**config.mk**
```make
export PLATFORM = sky130hd
export DESIGN_NAME = rc5tx_top
export DESIGN_NICKNAME = d
export VERILOG_FILES = /design/src/rtl/rc5tx_pkg.sv /design/src/rtl/rc5tx_unit_timer.sv /design/src/rtl/rc5tx_carrier.sv /design/src/rtl/rc5tx_sequencer.sv /design/src/rtl/rc5tx_top.sv
export SDC_FILE = /design/constraint.sdc
export NUM_CORES = 1
export LEC_CHECK = 0
export BUFFER_PORTS_ARGS = -buffer_cell sky130_fd_sc_hd__buf_4
export CORE_MARGIN = 2
export CORE_UTILIZATION = 54
export DETAILED_ROUTE_END_ITERATION = 8
export PLACE_DENSITY_LB_ADDON = 0.08
export SYNTH_ARGS = -nofsm -noshare
export SYNTH_HDL_FRONTEND = slang
export SYNTH_SLANG_ARGS = --single-unit
```
**constraint.sdc**
```tcl
create_clock -name clk -period 1.99 [get_ports clk]
set_input_delay 0.2985 -clock clk [delete_from_list [all_inputs] [get_ports clk]]
set_output_delay 0.2985 -clock clk [all_outputs]
set_load 0.01 [all_outputs]
```
**src/rtl/rc5tx_pkg.sv**
```systemverilog
package rc5tx_pkg;

    // Variant codes seen on proto_i
    typedef enum logic [1:0] {
        PROTO_STD14 = 2'd0,
        PROTO_EXT15 = 2'd1,
        PROTO_X20   = 2'd2,
        PROTO_BAD   = 2'd3
    } proto_e;

    typedef enum logic [2:0] {
        SQ_IDLE,
        SQ_LEAD,
        SQ_BITS,
        SQ_GAP,
        SQ_TRAIL
    } seq_e;

    localparam int SCAN_W      = 21;  // widest scancode
    localparam int RAW_W       = 19;  // widest raw data after the start bit
    localparam int IDX_W       = $clog2(RAW_W);
    localparam int GAP_UNITS   = 4;
    localparam int TRAIL_UNITS = 10;
    localparam int SPLIT_IDX   = 12;  // last raw bit before the extended pause
    localparam int UNITS_W     = $clog2(TRAIL_UNITS + 1);

    typedef struct packed {
        logic [RAW_W-1:0] bits;
        logic [IDX_W-1:0] top;   // index of the first raw bit on air
    } frame_t;

    function automatic logic proto_ok(proto_e p);
        return p != PROTO_BAD;
    endfunction

    function automatic frame_t pack_frame(proto_e p, logic [SCAN_W-1:0] s);
        frame_t f;
        f = '0;
        case (p)
            PROTO_STD14: begin
                f.bits[12]   = ~s[6];
                f.bits[10:6] = s[12:8];
                f.bits[5:0]  = s[5:0];
                f.top        = IDX_W'(12);
            end
            PROTO_EXT15: begin
                f.bits[13]   = s[13];
                f.bits[11:0] = s[11:0];
                f.top        = IDX_W'(13);
            end
            PROTO_X20: begin
                f.bits[18]    = ~s[14];
                f.bits[16:12] = s[20:16];
                f.bits[11:6]  = s[13:8];
                f.bits[5:0]   = s[5:0];
                f.top         = IDX_W'(18);
            end
            default: f = '0;
        endcase
        return f;
    endfunction

endpackage

```
**src/rtl/rc5tx_unit_timer.sv**
```systemverilog
module rc5tx_unit_timer #(
    parameter int UNIT_CYC = 20
) (
    input  logic clk,
    input  logic rst,
    input  logic run,
    output logic tick
);
    localparam int CW = $clog2(UNIT_CYC + 1);

    logic [CW-1:0] cnt;

    assign tick = run && (cnt == CW'(UNIT_CYC - 1));

    always_ff @(posedge clk) begin
        if (rst || !run) begin
            cnt <= '0;
        end else if (tick) begin
            cnt <= '0;
        end else begin
            cnt <= cnt + 1'b1;
        end
    end

endmodule

```
**src/rtl/rc5tx_carrier.sv**
```systemverilog
module rc5tx_carrier #(
    parameter int DIV = 5
) (
    input  logic clk,
    input  logic rst,
    input  logic mark,
    output logic ir
);
    localparam int CW   = $clog2(DIV + 1);
    localparam int HALF = (DIV > 1) ? DIV / 2 : 1;

    logic [CW-1:0] cnt;

    always_ff @(posedge clk) begin
        if (rst || !mark) begin
            cnt <= '0;
        end else if (cnt == CW'(DIV - 1)) begin
            cnt <= '0;
        end else begin
            cnt <= cnt + 1'b1;
        end
    end

    assign ir = mark && (cnt < CW'(HALF));


    mark_onset_high_chk: assert property (@(posedge clk) disable iff (rst)
        $rose(mark) |-> ir);

endmodule

```
**src/rtl/rc5tx_sequencer.sv**
```systemverilog
module rc5tx_sequencer
    import rc5tx_pkg::*;
(
    input  logic              clk,
    input  logic              rst,
    input  logic              start,
    input  proto_e            proto,
    input  logic [SCAN_W-1:0] scan,
    input  logic              tick,
    output logic              run,
    output logic              mark,
    output logic              busy,
    output logic              err
);
    seq_e               state;
    proto_e             proto_q;
    logic [RAW_W-1:0]   raw;
    logic [IDX_W-1:0]   idx;
    logic               half;
    logic [UNITS_W-1:0] units;
    frame_t             frame_in;
    logic               bit_now;
    logic               unused_scan_bits;

    assign unused_scan_bits = ^{scan[15], scan[7]};
    assign frame_in = pack_frame(proto, scan);

    always_ff @(posedge clk) begin
        if (rst) begin
            state   <= SQ_IDLE;
            proto_q <= PROTO_STD14;
            raw     <= '0;
            idx     <= '0;
            half    <= 1'b0;
            units   <= '0;
            err     <= 1'b0;
        end else begin
            err <= 1'b0;
            case (state)
                SQ_IDLE: begin
                    if (start) begin
                        if (proto_ok(proto)) begin
                            raw     <= frame_in.bits;
                            idx     <= frame_in.top;
                            half    <= 1'b0;
                            proto_q <= proto;
                            state   <= SQ_LEAD;
                        end else begin
                            err <= 1'b1;
                        end
                    end
                end
                SQ_LEAD: begin
                    if (tick) state <= SQ_BITS;
                end
                SQ_BITS: begin
                    if (tick) begin
                        if (!half) begin
                            half <= 1'b1;
                        end else begin
                            half <= 1'b0;
                            if (idx == '0) begin
                                state <= SQ_TRAIL;
                                units <= '0;
                            end else if (proto_q == PROTO_X20 && idx == IDX_W'(SPLIT_IDX)) begin
                                state <= SQ_GAP;
                                units <= '0;
                            end else begin
                                idx <= idx - 1'b1;
                            end
                        end
                    end
                end
                SQ_GAP: begin
                    if (tick) begin
                        if (units == UNITS_W'(GAP_UNITS - 1)) begin
                            state <= SQ_BITS;
                            idx   <= IDX_W'(SPLIT_IDX - 1);
                        end else begin
                            units <= units + 1'b1;
                        end
                    end
                end
                SQ_TRAIL: begin
                    if (tick) begin
                        if (units == UNITS_W'(TRAIL_UNITS - 1)) state <= SQ_IDLE;
                        else                                    units <= units + 1'b1;
                    end
                end
                default: state <= SQ_IDLE;
            endcase
        end
    end

    assign bit_now = raw[idx];
    assign mark    = (state == SQ_LEAD) ||
                     (state == SQ_BITS && (half ? bit_now : ~bit_now));
    assign run     = (state != SQ_IDLE);
    assign busy    = run;


    lead_from_idle_chk: assert property (@(posedge clk) disable iff (rst)
        (state == SQ_LEAD && $past(state) != SQ_LEAD) |-> $past(state) == SQ_IDLE);


    gap_only_x20_chk: assert property (@(posedge clk) disable iff (rst)
        state == SQ_GAP |-> proto_q == PROTO_X20);


    end_after_trail_chk: assert property (@(posedge clk) disable iff (rst)
        (state == SQ_IDLE && $past(state) != SQ_IDLE) |-> $past(state) == SQ_TRAIL);

endmodule

```
**src/rtl/rc5tx_top.sv**
```systemverilog
module rc5tx_top
    import rc5tx_pkg::*;
#(
    parameter int CLK_HZ     = 50_000_000,
    parameter int UNIT_NS    = 889_000,
    parameter int CARRIER_HZ = 36_000
) (
    input  logic        clk,
    input  logic        rst,
    input  logic        start_i,
    input  logic [1:0]  proto_i,
    input  logic [20:0] scan_i,
    output logic        ir_o,
    output logic        busy_o,
    output logic        err_o
);
    localparam longint UNIT_L   = (longint'(CLK_HZ) * longint'(UNIT_NS)) / longint'(1_000_000_000);
    localparam int     UNIT_CYC = (UNIT_L < 1) ? 1 : int'(UNIT_L);
    localparam int     CAR_DIV  = (CLK_HZ / CARRIER_HZ < 2) ? 2 : CLK_HZ / CARRIER_HZ;

    logic tick;
    logic run;
    logic mark;

    rc5tx_unit_timer #(.UNIT_CYC(UNIT_CYC)) u_timer (
        .clk  (clk),
        .rst  (rst),
        .run  (run),
        .tick (tick)
    );

    rc5tx_sequencer u_seq (
        .clk   (clk),
        .rst   (rst),
        .start (start_i),
        .proto (proto_e'(proto_i)),
        .scan  (scan_i),
        .tick  (tick),
        .run   (run),
        .mark  (mark),
        .busy  (busy_o),
        .err   (err_o)
    );

    rc5tx_carrier #(.DIV(CAR_DIV)) u_car (
        .clk  (clk),
        .rst  (rst),
        .mark (mark),
        .ir   (ir_o)
    );


    err_without_frame_chk: assert property (@(posedge clk) disable iff (rst)
        err_o |-> !busy_o);


    ir_inside_frame_chk: assert property (@(posedge clk) disable iff (rst)
        ir_o |-> busy_o);

endmodule

```
# ---- After elaboration in Yosys (flattened, before gate mapping)
# Cells that the tools add are included.
dict set report totals {
  reg_bits 61
}
dict set report op_classes {
  n_addsub 4
  order_cmp 2
  n_eq_ne 27
  muxes 45
  bitwise_logic 5
  n_reduce_logical 24
}
# op count
set ops {}
lappend ops {{case mux 16 bit (3 select lines)} 1}
lappend ops {{two-way mux 5 bit} 8}
lappend ops {{two-way mux 3 bit} 12}
lappend ops {{two-way mux 4 bit} 8}
lappend ops {{!= test 2 bit, second input constant} 10}
lappend ops {{adder 16 x 1 -> 16 bit, second input constant} 1}
lappend ops {{equality test 16 bit, second input constant} 1}
lappend ops {{case mux 3 bit (5 select lines)} 1}
lappend ops {{case mux 5 bit (3 select lines)} 1}
lappend ops {{case mux 4 bit (3 select lines)} 1}
lappend ops {{adder 11 x 1 -> 11 bit, second input constant} 1}
lappend ops {{equality test 11 bit, second input constant} 1}
lappend ops {{< comparator 11 x 10 -> 1 bit, second input constant} 1}
lappend ops {{AND reduction 10 bit} 1}
lappend ops {{AND reduction 9 bit} 1}
lappend ops {{nonzero test 3 bit} 3}
lappend ops {{two-way mux 1 bit} 8}
lappend ops {{!= test 2 x 1 -> 1 bit, second input constant} 4}
lappend ops {{case mux 1 bit (2 select lines)} 4}
lappend ops {{AND reduction 8 bit} 1}
lappend ops {{equality test 3 x 2 -> 1 bit, second input constant} 2}
lappend ops {{< comparator 5 x 6 -> 1 bit, second input constant} 1}
lappend ops {{binary-select mux 1 bit (select 5 bit)} 1}
lappend ops {{equality test 5 x 4 -> 1 bit, second input constant} 1}
lappend ops {{21 further kinds} 33}

# ---- Logic depth before layout (Yosys ltp)
# Gate-level depths: netlist of run 1.
dict set report depth {
  depth_word 9
  depth_mapped 9
  mapped_depth_nobuf 8
}

# ---- Hierarchy
# A second synthesis of run 1 with hierarchy kept.
dict set report unflattened {
  cells_unflattened 406
  hier_area_um2 3548.4
}
# mod n_inst cells_per_inst area_per_inst_um2
set by_module_without_submodules {}
lappend by_module_without_submodules {rc5tx_sequencer 1 266 2204.6}
lappend by_module_without_submodules {rc5tx_unit_timer 1 82 793.3}
lappend by_module_without_submodules {rc5tx_carrier 1 58 550.5}

# ---- Least setup slack after synthesis of run 1
# No wires, ideal clock.
dict set report synth_timing {
  path_kind {flip-flop to flip-flop}
  startpoint {register u_timer.cnt[2]}
  endpoint {register u_seq.state[0]}
  t_arrival_ns 1.974
  required_time_ns 1.923
  setup_slack_ns -0.051
  path_stages_with_launch 7
  path_cell_list {dfxtp_1 > or4b_4 > nor4_4 > o31a_2 > o211ai_4 > a211o_1 > a21oi_2}
}
dict set report synth_between {
  elab_chain_cells 4
  elab_cells_between_ends 7
}
# element line
set synth_rtl {}
lappend synth_rtl {{start, declared} rc5tx_unit_timer.sv:11} ;# logic [CW-1:0] cnt;
lappend synth_rtl {{start signal, assigned} rc5tx_unit_timer.sv:21} ;# cnt <= cnt + 1'b1;
lappend synth_rtl {{equality test 16 bit *} rc5tx_unit_timer.sv:13} ;# assign tick = run && (cnt == CW'(UNIT_CYC - 1));
lappend synth_rtl {{logical AND 1 bit *} rc5tx_unit_timer.sv:13}
lappend synth_rtl {{!= test 2 bit (no source line)} n/a}
lappend synth_rtl {{AND reduction 10 bit (no source line) *} n/a}
lappend synth_rtl {{end signal, assigned} rc5tx_sequencer.sv:30} ;# state <= SQ_IDLE;
lappend synth_rtl {{end signal, assigned} rc5tx_sequencer.sv:47} ;# state <= SQ_LEAD;
lappend synth_rtl {{end signal, assigned} rc5tx_sequencer.sv:54} ;# if (tick) state <= SQ_BITS;
lappend synth_rtl {{end, declared} rc5tx_sequencer.sv:15} ;# seq_e state;
# Mark *: on every way between the ends. The rest lies on a longest branch, timed or not.
# A chain may end at the register's enable or synchronous reset.

# ---- Worst setup path after layout of run 1
dict set report layout_timing {
  startpoint {register u_seq.idx[0]}
  endpoint {register u_car.cnt[5]}
}
dict set report layout_between {
  elab_chain_cells 9
}
# element line
set layout_rtl {}
lappend layout_rtl {{start, declared} rc5tx_sequencer.sv:18} ;# logic [IDX_W-1:0] idx;
lappend layout_rtl {{start signal, assigned} rc5tx_sequencer.sv:44} ;# idx <= frame_in.top;
lappend layout_rtl {{start signal, assigned} rc5tx_sequencer.sv:69} ;# idx <= idx - 1'b1;
lappend layout_rtl {{start signal, assigned} rc5tx_sequencer.sv:78} ;# idx <= IDX_W'(SPLIT_IDX - 1);
lappend layout_rtl {{binary-select mux 1 bit (select 5 bit) *} rc5tx_sequencer.sv:95} ;# assign bit_now = raw[idx];
lappend layout_rtl {{two-way mux 1 bit (implied by the code) *} rc5tx_sequencer.sv:95}
lappend layout_rtl {{inverter 1 bit} rc5tx_sequencer.sv:97} ;# (state == SQ_BITS && (half ? bit_now : ~bit_now));
lappend layout_rtl {{two-way mux 1 bit *} rc5tx_sequencer.sv:97}
lappend layout_rtl {{logical AND 1 bit *} rc5tx_sequencer.sv:97}
lappend layout_rtl {{logical OR 1 bit *} rc5tx_sequencer.sv:96} ;# assign mark = (state == SQ_LEAD) ||
lappend layout_rtl {{logical NOT 1 bit *} rc5tx_carrier.sv:15} ;# if (rst || !mark) begin
lappend layout_rtl {{logical OR 1 bit *} rc5tx_carrier.sv:15}
lappend layout_rtl {{OR reduction 2 bit (no source line) *} n/a}
lappend layout_rtl {{end signal, assigned} rc5tx_carrier.sv:20} ;# cnt <= cnt + 1'b1;
lappend layout_rtl {{end, declared} rc5tx_carrier.sv:12} ;# logic [CW-1:0] cnt;
# Mark *: on every way between the ends. The rest lies on a longest branch, timed or not. The select of a mux whose other input is x is not followed.

==> out/qor.csv, run 1 <==
stage;metric;value;unit
grt;busiest grt layer;met2;
routing;drt wl/cell;14.22;µm
yosys;Net Count, Synth;440;
critical_path;slowest stage delay, CP;0.33;ns
critical_path;buffers plus inverters on the worst setup path;6;
layout;Final #Nets;503;
layout;Sequential Area;1226;µm²
yosys;EDFF count, synth;0;
critical_path;worst path arrival time;2.51;ns
critical_path;Worst R2R Start;u_seq.idx[0];
pwr;Peak VDD IR;802.7;µV
yosys;Primary FF master, synth;dfxtp_1;
critical_path;Worst Setup EP;u_car.cnt[5];
critical_path;Slowest-stage cell, CP;dfxtp_2;
grt;aggregate global-route resource usage;23.25;%
yosys;warnings from Yosys;0;
timing;Slew Limit Fails;0;
yosys;Synth cell types;57;
layout;P&R area growth vs syn;29.11;%
die;Starting Density;55.42;%
grt;met3 Use GR;4.725;%
yosys;Mean Syn Cell Area;8.114;µm²
run_status;failing checks;negative setup slack;
worst_hold_path;hold path cells;3;
critical_path;CP cell instances;buf_12 > mux2i_2 > a211oi_2 > nand3_2 > buf_4 > buf_4 > buf_4 > buf_4 > a211oi_2 > a211oi_2 > buf_4 > nor2_2;
layout;fin area;4212;µm²
clock_network;TritonCTS buffer count;9;
clock_network;Max clock buf depth;2;
timing;worst rel slew slack;64.99;%
timing;Final setup viols;12;
critical_path;CP Launch Type;flip-flop;
yosys;largest cells by area after synthesis;dfxtp_1 37%, nor2_1 6.4%, nand2_1 4.7%;
die;Core ar.;5886;µm²
timing;final worst-path cycle share;112.6;%
critical_path;R2R Setup Slk;-0.25;ns
clock_network;clk_lat worst skew;0.33;ns
run_status;status;finished, violations left;
timing;Final TNS setup;-2.809;ns
timing;Fin. Hold Viols;0;
critical_path;CP required;2.26;ns
layout;ant diodes;0;
critical_path;CP Capture Type;flip-flop;
critical_path;most frequent CP cell;buf_4;
timing;Clock Skew;0.01250;ns
clock_network;CTS root buf;clkbuf_8;
grt;initial antenna violation count;0;
routing;Starting DRT DRC Count;176;
routing;final wirelength;7.750;mm
placed_design;IO buf count;27;
clock_network;CTS tree;built;
critical_path;crit path launch;u_seq.idx[0];
grt;met2 usage;36.18;%
die;I/O pin count;29;
grt;Congestion Overflow GR;0;
yosys;sequential area share after synthesis;37.44;%
routing;DRC viols;0;
yosys;largest area contributor in the netlist;dfxtp_1;
placed_design;post-detail-place hpwl;5.166;mm
yosys;async set or reset register ratio after synthesis;0;%
timing;fin worst setup slack;-0.2507;ns
critical_path;WS Path Type;reg2reg;
clock_network;clock-pin slew on the worst setup and hold paths;0.07;ns
routing;DR pass1 iterations;4;
layout;multi-input gate area in the final layout;2064;µm²
routing;number of routed nets with antenna violations;0;
run;maxcap violations;0;
routing;vias per cell;5.549;
die;row count;28;
die;Die Wd;81.72;µm
placed_design;GPL Wtd Cong;0.7948;
timing;min cycle time layout;2.241;ns
grt;vias in the first global route;2649;
die;die area;6678;µm²
critical_path;worst r2r path cells;12;
critical_path;Top delay family on crit path;buffers and inverters;
grt;M1 GR Usage;31.87;%
yosys;cell area after synthesis;3262;µm²
timing;Max Fclk;446.3;MHz
critical_path;worst-path fanout max;11;
worst_hold_path;Hold/Removal Path Class;in2reg;
layout;share of cells above drive strength 1;28.94;%
clock_network;CTS H-tree lvls;3;
yosys;#FFs+latches synth;61;
routing;Via Count;3024;
pwr;static leakage;1.608;nW
pwr;PwrDens;1140;nW/µm²
critical_path;reg2reg end;u_car.cnt[5];
grt;pin count of the biggest net entering global routing;25;
clock_network;Clock Sink Count;61;
die;Die Height;81.72;µm
timing;RSZ-0062 raised after global routing;true;
placed_design;placed inst area;3747;µm²
timing;Least-Margin Pin Slew;0.5197;ns
layout;fillers;436;
grt;first-pass GRT wire length;11.92;mm
critical_path;Critical Path Stages;12;
yosys;Synth top area share;37.44;%
yosys;synthesized instance count;402;
==> synthesized netlist by cell type, drive strengths merged, types with 5 or more instances <==
cell type and number:
a21oi 31, nand4 5, nor2 56, nand3 23
dfxtp 61, mux2i 10, xor2 12, buf 6
clkbuf 15, ha 12, a221oi 6, or3 6
o21ai 15, inv 14, nor2b 7, nand2 41
a211oi 6, xnor2 10, nor3 12
==> state kept, by name, summed over array words and instances, names as in the netlist <==
signal / cells
u_car.cnt: 11
u_seq.err: 1
u_seq.half: 1
u_seq.idx: 5
u_seq.proto_q: 2
u_seq.raw: 18
u_seq.state: 3
u_seq.units: 4
u_timer.cnt: 16
==> worst min-delay path, stage by stage <==
cell     delay, ns
buf_4         0.10
nand3_1       0.05
a21oi_1       0.06
==> cell usage in the layout (no fill, tap or decap), drive strengths merged, types with 3 or more instances in the layout <==
cell / synthesis / routed
buf: 6 / 73
dfxtp: 61 / 61
nor2: 56 / 56
nand2: 41 / 41
a21oi: 31 / 31
nand3: 23 / 23
o21ai: 15 / 15
inv: 14 / 14
xor2: 12 / 12
ha: 12 / 12
nor3: 12 / 12
clkbuf: 15 / 11
xnor2: 10 / 10
mux2i: 10 / 10
nor2b: 7 / 7
a221oi: 6 / 6
a211oi: 6 / 6
or3: 6 / 6
nand4: 5 / 5
and3: 4 / 4
a211o: 4 / 4
nand2b: 3 / 3
nor3b: 3 / 3
clkinv: 0 / 3
a31oi: 3 / 3
and2: 3 / 3
a22oi: 3 / 3
==> cells by family after synthesis <==
| kind of cell | count (synthesis) | share of synthesized area (%) |
|---|---|---|
| AO/OA/AOI/OAI | 84 | 17.72 |
| XOR/XNOR | 22 | 5.907 |
| adder cells (fa/ha/maj) | 12 | 4.603 |
| buffers and inverters | 35 | 4.142 |
| flip-flops | 61 | 37.44 |
| multiplexers | 11 | 3.414 |
| AND/OR/NAND/NOR | 177 | 26.77 |
==> report_power, final <==
| group | internal [mW] | switching (mW) | leakage, nW |
|---|---|---|---|
| combinational | 0.987 | 1.13 | 1.00 |
| sequential | 1.36 | 0.146 | 0.496 |
| clock | 0.700 | 0.476 | 0.107 |
| total | 3.05 | 1.75 | 1.61 |
==> routing by layer <==
metal | vias up | share of wire, %
li1 | 1541 | -
met1 | 1416 | 50
met2 | 54 | 45
met3 | 13 | 3.4
met4 | 0 | 1.3
met5 | - | 0
==> metrics by stage <==
stage | setup slack [ns] | hold WS [ns] | std cells | util (%) | power (mW)
after floorplan | 0.02183 | 0.4130 | 402 | - | 2.605
after global placement | 0.01959 | 0.4250 | 517 | 63.67 | 3.139
after detailed placement | -0.01576 | 0.4315 | 517 | 63.67 | 3.171
after CTS | -0.2114 | 0.2224 | 543 | 69.64 | 4.609
after global routing | -0.2967 | 0.2301 | 545 | 71.56 | 5.035
final | -0.2507 | 0.2295 | 545 | 71.56 | 4.801
==> worst min-delay path by stage <==
stage	startpoint	to	slack, ns
final	scan_i[3]	u_seq.raw[3]	0.23
after global routing	scan_i[3]	u_seq.raw[3]	0.23
after detailed placement	u_car.cnt[0]	u_car.cnt[0]	0.43
after CTS	scan_i[2]	u_seq.raw[2]	0.22
after floorplan	u_car.cnt[0]	u_car.cnt[0]	0.41
after global placement	u_car.cnt[0]	u_car.cnt[0]	0.43
==> cell type report <==
class,instances,share of cell area (%)
multi-input cells,306,49.02
flip-flops and latches,61,29.11
repair buffers,73,13.49
clock buffers,11,3.119
well taps,75,2.228
clock inverters,5,1.783
inverters,14,1.248
==> timing repair <==
item	CTS	global route
hold buffers	0	0
hold endpoints to repair	0	0
resized for setup	14	33
buffers inserted	10	1
pin swaps	10	11
endpoints found under the setup margin	6	39
gates cloned	0	1
Note: power is estimated with default switching activity, not from simulation.
==> run 2, diff against run 1 <==
--- a/config.mk
+++ b/config.mk
@@ -7,7 +7,7 @@
 export LEC_CHECK = 0
 export BUFFER_PORTS_ARGS = -buffer_cell sky130_fd_sc_hd__buf_4
 export CORE_MARGIN = 2
-export CORE_UTILIZATION = 54
+export CORE_UTILIZATION = 59
 export DETAILED_ROUTE_END_ITERATION = 8
 export PLACE_DENSITY_LB_ADDON = 0.08
 export SYNTH_ARGS = -nofsm -noshare
==> constraint.sdc (replaced) <==
create_clock -name clk -period 2.5 [get_ports clk]
set_input_delay 0.375 -clock clk [delete_from_list [all_inputs] [get_ports clk]]
set_output_delay 0.375 -clock clk [all_outputs]
set_load 0.01 [all_outputs]
==> run 2 against run 1 <==
Effect of this change: the run now ends clean; sequential share of layout area is 4.1 points higher; final area decreased by 12%; combinational power is 46% lower; sequential cell count unchanged; worst setup slack better by 0.41 ns; die area down 8.1%; core utilization is 3.2 points lower; clock power fell by 39%; clock skew decreased by 0.0060 ns; global-route usage rose by 1.0 points; largest cell class unchanged; largest power group is now registers.
==> out/qor.csv, run 2 (synthesis results as in run 1) <==
stage;metric;value;unit;change
run_status;status;completed;;
pwr;static leakage;1.360;nW;-15%
routing;drt wl/cell;13.50;µm;-5.1%
worst_hold_path;Hold/Removal Path Class;in2reg;;
layout;largest reg by FF count;u_seq.raw;;
critical_path;CP Capture Type;output port;;
critical_path;worst-path fanout max;7;;-4
die;Die Height;78.36;µm;-4.1%
worst_hold_path;hold path cells;3;;unchanged
clock_network;postcts setup bufs;0;;-10
routing;DR pass1 iterations;5;;+1
clock_network;Clock Sink Count;61;;unchanged
critical_path;most frequent CP cell;buf_4;;
grt;first-pass GRT wire length;11.79;mm;-1.0%
routing;Starting DRT DRC Count;263;;+49%
grt;vias in the first global route;2688;;+1.5%
worst_hold_path;Worst Hold Launch;scan_i[5];;
pwr;Switching Fraction;38.35;%;+1.8 points
routing;DRC viols;0;;unchanged
critical_path;slowest stage delay, CP;0.39;ns;+0.06 ns
timing;Final setup viols;0;;-12
clock_network;CTS tree;built;;
routing;number of routed nets with antenna violations;0;;unchanged
die;Starting Density;60.35;%;+4.9 points
timing;Fin. Hold Viols;0;;unchanged
layout;largest registers;u_seq.raw: 18 flops, u_timer.cnt: 16 flops, u_car.cnt: 11 flops;;
critical_path;CP required;2.12;ns;-0.14 ns
pwr;PwrDens;841.6;nW/µm²;-26%
grt;pin count of the biggest net entering global routing;39;;+56%
timing;worst rel slew slack;58.61;%;-6.4 points
clock_network;# hold bufs at CTS;0;;unchanged
die;I/O pin count;29;;unchanged
die;die area;6140;µm²;-8.1%
layout;Layout Cells excl Fill;503;;-7.7%
placed_design;IO buf count;27;;unchanged
layout;Core Util, Final;68.36;%;-3.2 points
die;row count;27;;-3.6%
worst_hold_path;Min-Delay Endpoint;u_seq.raw[5];;
timing;Final TNS setup;0;ns;+2.809 ns
layout;commonest non-fill, non-tap cell in the layout;dfxtp_1;;
layout;max reg flops;18;;unchanged
layout;fillers;460;;+5.5%
pwr;Peak VDD IR;521.1;µV;-35%
timing;min cycle time layout;2.340;ns;
critical_path;buffers plus inverters on the worst setup path;2;;-4
placed_design;DP Cell Count;487;;-5.8%
placed_design;placed inst area;3525;µm²;-5.9%
timing;Max Fclk;427.4;MHz;
layout;commonest cells after routing, fill and taps aside;58 x dfxtp_1, 56 x nor2_1, 41 x nand2_1;;
layout;ant diodes;0;;unchanged
critical_path;crit path launch;u_seq.idx[0];;
critical_path;worst path arrival time;1.96;ns;-0.55 ns
critical_path;R2R Setup Slk;0.27;ns;+0.52 ns
pwr;combinational power share;36.9;%;-7.2 points
routing;final wirelength;6.790;mm;-12%
pwr;Flop pwr share;40.1;%;+8.7 points
timing;Slew Limit Fails;0;;unchanged
pwr;internal power;1.917;mW;-37%
clock_network;TritonCTS buffer count;9;;unchanged
grt;Congestion Overflow GR;0;;unchanged
grt;initial antenna violation count;0;;unchanged
clock_network;clock-pin slew on the worst setup and hold paths;0.06;ns;about the same
layout;Final #Nets;464;;-7.8%
pwr;Clk network pwr share;23.0;%;-1.5 points
clock_network;CTS H-tree lvls;3;;unchanged
clock_network;Max clock buf depth;2;;unchanged
routing;vias per cell;5.718;;+3.0%
critical_path;WS Path Type;reg2out;;
layout;P&R area growth vs syn;13.27;%;
critical_path;Worst R2R Start;u_timer.cnt[2];;
placed_design;GPL Wtd Cong;0.8173;;+2.8%
placed_design;post-detail-place hpwl;4.840;mm;-6.3%
clock_network;clk_lat worst skew;0.34;ns;about the same
critical_path;worst r2r path cells;6;;-6
layout;fin area;3695;µm²;-12%
timing;Least-Margin Pin Slew;0.6200;ns;+0.1003 ns
timing;final worst-path cycle share;93.59;%;
critical_path;Top delay family on crit path;compound AO/OA/AOI/OAI gates;;
critical_path;CP cell instances;buf_4 > mux2i_1 > a211oi_1 > nand3_1 > and2_1 > a21oi_1 > o21ai_0 > buf_4;;
die;Core ar.;5405;µm²;-8.2%
critical_path;CP Launch Type;flip-flop;;
die;Die Wd;78.36;µm;-4.1%
pwr;switching component of the power;1.192;mW;-32%
timing;Clock Skew;0.006471;ns;-0.006034 ns
clock_network;CTS root buf;clkbuf_8;;
grt;aggregate global-route resource usage;24.28;%;+1.0 points
run;maxcap violations;0;;unchanged
critical_path;reg2reg end;u_seq.state[0];;
layout;share of cells above drive strength 1;15.55;%;-13 points
routing;Via Count;2876;;-4.9%
critical_path;Slowest-stage cell, CP;dfxtp_4;;
timing;RSZ-0062 raised after global routing;false;;
-- run 2: tightest hold or removal path, delay by kind of cell --
family                 cells  cell delay [ns]
AO/OA/AOI/OAI              1             0.06
buffers and inverters      1             0.11
AND/OR/NAND/NOR            1             0.05
-- run 2: stage by stage --
| step | hold slack, ns | power [mW] | setup slack [ns] |
|---|---|---|---|
| after floorplan | 0.4130 | 2.070 | 0.4588 |
| after global placement | 0.4249 | 2.369 | 0.3277 |
| after detailed placement | 0.4315 | 2.388 | 0.3007 |
| after CTS | 0.2896 | 3.111 | 0.07621 |
| after global routing | 0.3131 | 3.322 | 0.004812 |
| final | 0.3014 | 3.110 | 0.1603 |
-- run 2: worst max-delay path by stage --
stage                           endpoint  cells past startpoint  slack, ns
after floorplan           u_seq.state[0]                      6       0.46
after global placement    u_seq.state[0]                      6       0.33
after detailed placement  u_seq.state[0]                      6       0.30
after CTS                           ir_o                      7       0.08
after global routing                ir_o                      8      0.005
final                               ir_o                      8       0.16
-- run 2: per-layer routing --
layer | GRT usage (%) | share of wire [%] | wire length [µm] | vias to the layer above
met5 | 0 | 0 | 0 | -
met4 | 12.11 | 1.4 | 94 | 0
met3 | 4.138 | 4.5 | 305 | 10
met2 | 37.24 | 44 | 3017 | 61
met1 | 33.09 | 50 | 3373 | 1343
li1 | - | - | - | 1462
-- run 2: power groups by stage --
stage	Clock [mW]	Sequential [mW]	Combinational (mW)
after floorplan	0	1.16	0.914
after global placement	0	1.26	1.11
after detailed placement	0	1.26	1.13
after CTS	0.737	1.24	1.14
after global routing	0.775	1.27	1.28
final	0.716	1.25	1.15
-- run 2: cell type report --
| class | instances | area, µm² | area share, % |
|---|---|---|---|
| multi-input combinational | 306 | 1912 | 51.74 |
| clock buffer | 10 | 127.6 | 3.454 |
| sequential | 61 | 1227 | 33.22 |
| tap | 72 | 90.09 | 2.438 |
| clock inverter | 6 | 30.03 | 0.8127 |
| timing repair buffer | 34 | 255.2 | 6.908 |
| inverter | 14 | 52.55 | 1.422 |
-- run 2: repair_timing --
action | in CTS | in global routing
endpoints found under the hold margin | 0 | 0
resized for setup | 1 | 4
endpoints found under the setup margin | 1 | 1
